$ cat src/rtl/rxq_pkg.sv
package rxq_pkg;

    localparam int RXQ_DEPTH  = 16;
    localparam int RXQ_DATA_W = 8;
    localparam int RXQ_CNT_W  = $clog2(RXQ_DEPTH) + 1;
    localparam int RXQ_REG_W  = 16;

    typedef logic [RXQ_CNT_W-1:0] fill_t;

    localparam fill_t LEVEL_RST = '1;

    // configuration write, address 0
    typedef struct packed {
        logic [RXQ_REG_W-RXQ_CNT_W-2:0] spare;
        logic                           irq_en;
        fill_t                          level;
    } cfg_word_t;

    // command write, address 1
    typedef struct packed {
        logic [RXQ_REG_W-4:0] spare;
        logic                 flush;
        logic                 ovf_clr;
        logic                 irq_clr;
    } cmd_word_t;

    // status read
    typedef struct packed {
        logic [RXQ_REG_W-2*RXQ_CNT_W-5:0] spare;
        logic                             ovf;
        fill_t                            count;
        logic                             irq_flag;
        logic                             zero_b6;
        logic                             irq_en;
        fill_t                            level;
    } status_word_t;

    typedef struct packed {
        fill_t level;
        logic  irq_en;
    } cfg_t;

    function automatic logic level_reached(fill_t cnt, fill_t lvl);
        return cnt >= lvl;
    endfunction

endpackage

$ cat src/rtl/rxq_store.sv
module rxq_store #(
    parameter int DATA_W = 8,
    parameter int DEPTH  = 16,
    localparam int PTR_W = $clog2(DEPTH),
    localparam int CNT_W = $clog2(DEPTH) + 1
) (
    input  logic              clk,
    input  logic              rst,
    input  logic              flush,
    input  logic              push,
    input  logic [DATA_W-1:0] push_data,
    input  logic              pop,
    output logic [DATA_W-1:0] pop_data,
    output logic [CNT_W-1:0]  count,
    output logic              drop
);

    logic [DATA_W-1:0] mem [DEPTH];
    logic [PTR_W-1:0]  wr_ptr, rd_ptr;
    logic              empty, full, do_push, do_pop;

    function automatic logic [PTR_W-1:0] step(logic [PTR_W-1:0] p);
        return (p == PTR_W'(DEPTH - 1)) ? '0 : p + 1'b1;
    endfunction

    assign empty   = (count == '0);
    assign full    = (count == CNT_W'(DEPTH));
    assign do_pop  = pop & ~empty & ~flush;
    assign do_push = push & ~flush & (~full | do_pop);
    assign drop    = push & ~flush & full & ~do_pop;

    always_ff @(posedge clk) begin
        if (do_push) begin
            mem[wr_ptr] <= push_data;
        end
    end

    always_ff @(posedge clk) begin
        if (rst || flush) begin
            wr_ptr <= '0;
            rd_ptr <= '0;
            count  <= '0;
        end else begin
            if (do_push) begin
                wr_ptr <= step(wr_ptr);
            end
            if (do_pop) begin
                rd_ptr <= step(rd_ptr);
            end
            case ({do_push, do_pop})
                2'b10:   count <= count + 1'b1;
                2'b01:   count <= count - 1'b1;
                default: count <= count;
            endcase
        end
    end

    always_ff @(posedge clk) begin
        if (rst) begin
            pop_data <= '0;
        end else if (do_pop) begin
            pop_data <= mem[rd_ptr];
        end
    end

endmodule

$ cat src/rtl/rxq_regs.sv
module rxq_regs
    import rxq_pkg::*;
(
    input  logic                 clk,
    input  logic                 rst,
    input  logic                 wr,
    input  logic                 addr,
    input  logic [RXQ_REG_W-1:0] wdata,
    output cfg_t                 cfg,
    output logic                 irq_clr,
    output logic                 ovf_clr,
    output logic                 flush
);

    cfg_word_t cw;
    cmd_word_t cmd;

    assign cw  = cfg_word_t'(wdata);
    assign cmd = cmd_word_t'(wdata);

    always_ff @(posedge clk) begin
        if (rst) begin
            cfg.level  <= LEVEL_RST;
            cfg.irq_en <= 1'b0;
        end else if (wr && !addr) begin
            cfg.level  <= cw.level;
            cfg.irq_en <= cw.irq_en;
        end
    end

    assign irq_clr = wr & addr & cmd.irq_clr;
    assign ovf_clr = wr & addr & cmd.ovf_clr;
    assign flush   = wr & addr & cmd.flush;

endmodule

$ cat src/rtl/rxq_flags.sv
module rxq_flags
    import rxq_pkg::*;
(
    input  logic  clk,
    input  logic  rst,
    input  fill_t count,
    input  fill_t level,
    input  logic  irq_clr,
    input  logic  drop,
    input  logic  ovf_clr,
    output logic  irq_flag,
    output logic  ovf_flag
);

    logic hit;

    assign hit = level_reached(count, level);

    always_ff @(posedge clk) begin
        if (rst) begin
            irq_flag <= 1'b0;
            ovf_flag <= 1'b0;
        end else begin
            irq_flag <= hit  | (irq_flag & ~irq_clr);
            ovf_flag <= drop | (ovf_flag & ~ovf_clr);
        end
    end

endmodule

$ cat src/rtl/rx_level_fifo.sv
module rx_level_fifo
    import rxq_pkg::*;
#(
    parameter int DATA_W = RXQ_DATA_W
) (
    input  logic                 clk,
    input  logic                 rst,
    input  logic                 push_vld,
    input  logic [DATA_W-1:0]    push_data,
    input  logic                 pop,
    output logic [DATA_W-1:0]    pop_data,
    input  logic                 cfg_wr,
    input  logic                 cfg_addr,
    input  logic [RXQ_REG_W-1:0] cfg_wdata,
    output logic [RXQ_REG_W-1:0] cfg_rdata,
    output logic [RXQ_CNT_W-1:0] fill_count,
    output logic                 irq_flag,
    output logic                 ovf_flag,
    output logic                 irq_out
);

    cfg_t         cfg;
    logic         irq_clr, ovf_clr, flush, drop;
    fill_t        count;
    status_word_t st;

    rxq_regs u_regs (
        .clk     (clk),
        .rst     (rst),
        .wr      (cfg_wr),
        .addr    (cfg_addr),
        .wdata   (cfg_wdata),
        .cfg     (cfg),
        .irq_clr (irq_clr),
        .ovf_clr (ovf_clr),
        .flush   (flush)
    );

    rxq_store #(.DATA_W(DATA_W), .DEPTH(RXQ_DEPTH)) u_store (
        .clk       (clk),
        .rst       (rst),
        .flush     (flush),
        .push      (push_vld),
        .push_data (push_data),
        .pop       (pop),
        .pop_data  (pop_data),
        .count     (count),
        .drop      (drop)
    );

    rxq_flags u_flags (
        .clk      (clk),
        .rst      (rst),
        .count    (count),
        .level    (cfg.level),
        .irq_clr  (irq_clr),
        .drop     (drop),
        .ovf_clr  (ovf_clr),
        .irq_flag (irq_flag),
        .ovf_flag (ovf_flag)
    );

    always_comb begin
        st          = '0;
        st.level    = cfg.level;
        st.irq_en   = cfg.irq_en;
        st.irq_flag = irq_flag;
        st.count    = count;
        st.ovf      = ovf_flag;
    end

    assign cfg_rdata  = st;
    assign fill_count = count;
    assign irq_out    = irq_flag & cfg.irq_en;

endmodule

$ cat config.mk
export PLATFORM = sky130hd
export DESIGN_NAME = rx_level_fifo
export DESIGN_NICKNAME = d
export VERILOG_FILES = /design/src/rtl/rxq_pkg.sv /design/src/rtl/rxq_store.sv /design/src/rtl/rxq_regs.sv /design/src/rtl/rxq_flags.sv /design/src/rtl/rx_level_fifo.sv
export SDC_FILE = /design/constraint.sdc
export NUM_CORES = 1
export LEC_CHECK = 0
export BUFFER_PORTS_ARGS = -buffer_cell sky130_fd_sc_hd__buf_4
export CAP_MARGIN = 20
export CORE_UTILIZATION = 60
export CTS_BUF_LIST = sky130_fd_sc_hd__clkbuf_4 sky130_fd_sc_hd__clkbuf_8
export CTS_CLUSTER_SIZE = 10
export DETAILED_ROUTE_END_ITERATION = 16
export GPL_TIMING_DRIVEN = 0
export PLACE_DENSITY = 0.92
export SYNTH_ARGS = -nofsm -noshare
export SYNTH_HDL_FRONTEND = slang
export SYNTH_SLANG_ARGS = --single-unit
export TNS_END_PERCENT = 5
$ cat constraint.sdc
create_clock -name clk -period 4.28 [get_ports clk]
set_input_delay 0.856 -clock clk [delete_from_list [all_inputs] [get_ports clk]]
set_output_delay 0.856 -clock clk [all_outputs]
set_load 0.05 [all_outputs]
## Word level (Yosys, flattened, before mapping)

Memory sizes are Yosys's and may differ from the RTL's. A register that Yosys moved wholly into a read port is not among the register bits.
Cells that the tools add are included.

- Register bits after elaboration: 21
- RAM bits: 128
- Input port bits: 30
- Output and inout port bits: 32
- Logic and storage cells: 50
- Memories kept: 1

Memories:

| name | words | bits a word | read ports | clocked after memory_dff | wr ports | line | text |
|---|---|---|---|---|---|---|---|
| u_store.mem | 16 | 8 | 1 | 1 | 1 | rxq_store.sv:18 | `logic [DATA_W-1:0] mem [DEPTH];` |

- $add $sub $neg: 4
- $lt $le $gt $ge: 1
- Eq/ne operators: 5
- Muxes and demuxes: 5
- Bitwise logic cells: 22
- Reductions and logical operators: 5

Operator list:

| operator | count |
|---|---|
| 1-bit AND | 13 |
| 5-bit one-hot mux with 2 select lines | 1 |
| 4-bit by 1-bit adder with 4-bit output (second input constant) | 2 |
| 4-bit == test (second input constant) | 2 |
| 4-bit 2-to-1 mux | 2 |
| 1-bit NOT | 6 |
| 5-bit by 1-bit adder with 5-bit output (second input constant) | 1 |
| 5-bit == test (second input constant) | 1 |
| 5-bit greater-or-equal comparator | 1 |
| 5-bit zero test | 1 |
| 5-bit by 1-bit subtractor with 5-bit output (second input constant) | 1 |
| 1-bit bitwise OR | 3 |
| 2-bit by 1-bit == test with 1-bit output (second input constant) | 1 |
| 2-bit == test (second input constant) | 1 |
| 1-bit 2-to-1 mux | 2 |
| 2-bit nonzero test | 1 |
| 1-bit logical AND | 1 |
| 1-bit zero test | 1 |
| 1-bit logical OR | 1 |

## Depth between registers and ports, before layout

- Depth in word-level cells: 8
- Gate-level depth with buffers: 11
- Mapped depth without buffers: 9

## By module

Synthesis repeated with hierarchy kept, for this count alone.

- Cell total of the unflattened synthesis: 409
- Area, all modules: 6,676.4 sq um

Modules (own cells, without submodules):

| module | instances | cells an instance | area an instance (sq um) | seq. area each (sq um) |
|---|---|---|---|---|
| rxq_store | 1 | 345 | 6,125.9 | 4,264.1 |
| rxq_regs | 1 | 30 | 279.0 | 120.1 |
| rxq_flags | 1 | 22 | 186.4 | 40.0 |
| rx_level_fifo | 1 | 12 | 85.1 | 0.0 |

## Worst setup path after synthesis

No wires, ideal clock.

- Kind: flip-flop to flip-flop
- Start point: register u_store.count[1]
- End point: register u_store.count[4]
- Library setup time: 128 ps
- Arrival: 2,728 ps
- Required time: 4,152 ps
- Setup slack: 1,424 ps
- Cell stages (with the launch flop): 12
- Buffers on the path: 2
- Period minus slack after synthesis: 2,856 ps
- Cells stage by stage: dfxtp_1 > buf_6 > or4_4 > buf_6 > o2111ai_2 > inv_1 > ha_1 > a31oi_1 > or3_1 > o32ai_2 > xnor2_1 > nor2_1

- Longest elaborated chain between the ends: 8
- Elaborated cells between the ends (all ways): 14
- Classes of those cells: add/sub: 2; eq/ne: 3; mux: 1; bitwise: 6; reduce/logical: 2

Ends and longest elaborated chain:

| item | line | text |
|---|---|---|
| start, declared | rxq_store.sv:14 | `output logic [CNT_W-1:0] count,` |
| start signal, assigned | rxq_store.sv:51 | `2'b10: count <= count + 1'b1;` |
| start signal, assigned | rxq_store.sv:52 | `2'b01: count <= count - 1'b1;` |
| start signal, assigned | rxq_store.sv:53 | `default: count <= count;` |
| 5-bit zero test | rxq_store.sv:26 | `assign empty = (count == '0);` |
| 1-bit NOT | rxq_store.sv:28 | `assign do_pop = pop & ~empty & ~flush;` |
| 1-bit AND (2 in a row) | rxq_store.sv:28 |  |
| 1-bit bitwise OR | rxq_store.sv:29 | `assign do_push = push & ~flush & (~full \| do_pop);` |
| 1-bit AND | rxq_store.sv:29 |  |
| 2-bit by 1-bit == test with 1-bit output or 2-bit == test (tied branches) | rxq_store.sv:50 | `case ({do_push, do_pop})` |
| 5-bit one-hot mux with 2 select lines or 2-bit nonzero test (tied branches) | n/a |  |

Several ways; a longest one is shown, not always the timed one.
A chain may end at the register's enable or synchronous reset.

## Worst setup path in the final report

Same ends and word-level chain as after synthesis.

==> impl_metrics.env <==
export IMPL_drc=0
export IMPL_clk_path_buf_depth=2
export IMPL_synth_cell_type_count=48
export IMPL_yosys_area_share_simple_pct=6.56
export IMPL_via_per_inst=6.20
export IMPL_start_util_pct=62.7
export IMPL_cp_max_fo=8
export IMPL_crit_type="register to register"
export IMPL_synth_compound_area_share_pct=4.96
export IMPL_r2r_slack_ps=1520
export IMPL_critPathCapture="u_store.count[4]"
export IMPL_yosysWarnings=0
export IMPL_fmax_mhz=362
export IMPL_use_met1_pct=30.5
export IMPL_fp_dieArea_um2=11400
export IMPL_n_antenna_cell=0
export IMPL_crit_start="u_store.count[1]"
export IMPL_synth_area_mux_share_pct=14.1
export IMPL_syn_inst=397
export IMPL_drv_cap=0
export IMPL_grt_setup_unrepaired="false"
export IMPL_synth_area_um2=6560
export IMPL_p_per_area_nw_per_um2=501
export IMPL_drt_iter0_markers=340
export IMPL_hold_buffers=0
export IMPL_antenna_found_initial=0
export IMPL_irDropWorstVdd_uv=402
export IMPL_crit_required_ps=4610
export IMPL_gp_congestion=0.801
export IMPL_gr_usage_all_layers_pct=25.9
export IMPL_cts_buffers=17
export IMPL_path_clk_slew_ps=90
export IMPL_drive_above_1_share_pct=30.1
export IMPL_final_common_cell="edfxtp_1"
export IMPL_dp_hpwl_mm=9.24
export IMPL_use_met3_pct=5.96
export IMPL_p_leak_uw=0.00259
export IMPL_antenna_left=0
export IMPL_skew_ps=17.3
export IMPL_ctsResizeCount=0
export IMPL_die_h_um=107
export IMPL_fin_nets=511
export IMPL_grt_pass1_vias=3869
export IMPL_r2r_cells=11
export IMPL_finalSetupViolCount=0
export IMPL_num_vias=3830
export IMPL_finalMaxSlewViolations=0
export IMPL_syn_avg_cell_area_um2=16.5
export IMPL_async_flop_share_pct=0
export IMPL_synth_edf_count=128
export IMPL_die_w_um=107
export IMPL_wl_per_cell_um=21.8
export IMPL_rows=37
export IMPL_syn_to_final_growth_pct=14.2
export IMPL_h_tree_depth=4
export IMPL_min_period_ps=2760
export IMPL_period_share_pct=64.6
export IMPL_grt_max_degree=18
export IMPL_crit_reg2reg_launch="u_store.count[1]"
export IMPL_holdCritPathClass="register to register"
export IMPL_wirelength_mm=13.5
export IMPL_worstMarginPinSlew_ps=882
export IMPL_final_cell_mix="edfxtp_1 (128), buf_4 (58), nor2_1 (35)"
export IMPL_pre_cts_slack_ps=1370
export IMPL_use_met2_pct=44.8
export IMPL_overflow=0
export IMPL_timing_rr_end="u_store.count[4]"
export IMPL_io_buffers=47
export IMPL_fin_util_pct=71.7
export IMPL_synth_top_family_by_area="multiplexers"
export IMPL_finalWorstSetupSlack_ps=1520
export IMPL_ys_flop_type="edfxtp_1"
export IMPL_post_place_cells=586
export IMPL_firstDrtPassIters=7
export IMPL_timing_final_hold_violations=0
export IMPL_ys_seq_area_share_pct=67.4
export IMPL_finalPower_uw=3750
export IMPL_root_buffer="clkbuf_8"
export IMPL_pin_count=62
export IMPL_synth_fa_ha_area_share_pct=2.29
export IMPL_ys_seq_elements=157
export IMPL_slew_headroom_pct=41.0
export IMPL_finalSetupTns_ps=0
export IMPL_fin_cells=618
export IMPL_outcome="completed"
export IMPL_start_kind="register"
export IMPL_cts_sinks=157
export IMPL_synth_xor_area_share_pct=0.934
export IMPL_cts_tree="yes"
export IMPL_cts_setup_buffers=0
export IMPL_crit_arrival_ps=3090
export IMPL_grt_busiest_layer="met2"
export IMPL_core_um2=10500
export IMPL_clk_latency_ps=450
export IMPL_grt_pass1_wl_mm=20.6
export IMPL_critPathCaptureType="register"
power by group:
part           switching, µW  leakage, µW  internal (µW)
sequential              62.6      0.00139           1710
clock                    595     0.000190            438
combinational            570      0.00101            375
total                   1230      0.00259           2530
metrics by stage:
stage / hold WS, ps / area (µm²)
2_1_floorplan: 532 / 6570
3_3_place_gp: 491 / 7090
4_1_cts: 531 / 7500
5_1_grt: 567 / 7500
6_report: 527 / 7500
3_5_place_dp: 504 / 7110
per-layer routing:
metal / up-vias / part of all wire, %
met4: 0 / 3.4
met3: 41 / 7.6
li1: 1681 / -
met1: 1892 / 37
met2: 216 / 52
met5: - / 0
cells by family after synthesis:
logic type | after synthesis
DFF | 157
and+or+nand+nor | 83
muxes | 52
buffers and inverters | 45
AOI/OAI and AO/OA | 40
adders and majority gates | 12
xor gates and xnor gates | 7
other | 1
state kept, by name, indices dropped and copies added, names as in the netlist:
signal	flops
u_store.pop_data	8
u_flags.irq_flag	1
u_store.rd_ptr	4
u_flags.ovf_flag	1
u_regs.cfg	6
u_store.mem	128
u_store.wr_ptr	4
u_store.count	5
critical path: stages, from the launching register on:
cell and delay, ps:
dfxtp_1 360, buf_6 150, or4_4 500, buf_6 150, o2111ai_2 280, xnor2_1 160
ha_1 250, a31oi_1 100, or3_1 340, o32ai_2 140, xnor2_1 150, nor2_1 50
cells in the mapped netlist, drive strengths merged (9+ instances only):
library cell / number / area (µm²)
nand2: 11 / 48.8
mux2i: 19 / 190
nor2: 35 / 131
inv: 11 / 41.3
ha: 12 / 150
dfxtp: 29 / 581
clkbuf: 10 / 37.5
edfxtp: 128 / 3840
mux4: 32 / 721
o221ai: 9 / 78.8
buf: 24 / 163
final cells by class:
class	instances	area (µm²)
Clock inverter	14	143
Clock buffer	18	241
Inverter	11	41.3
Tap cell	136	170
Buffer	34	200
Sequential cell	157	4420
Timing Repair Buffer	51	373
Multi-Input combinational cell	197	1900
Fill cell	634	2970
worst min-delay path by stage:
stage,from,to,cells after the start
final,u_store.pop_data[2],u_store.pop_data[2],2
after global routing,u_store.pop_data[2],u_store.pop_data[2],2
after CTS,u_store.pop_data[2],u_store.pop_data[2],2
after detailed placement,u_store.pop_data[0],u_store.pop_data[0],2
after global placement,u_store.pop_data[0],u_store.pop_data[0],2
after floorplan,u_store.rd_ptr[3],u_store.rd_ptr[3],2
Note: power is estimated with default switching activity, not from simulation.
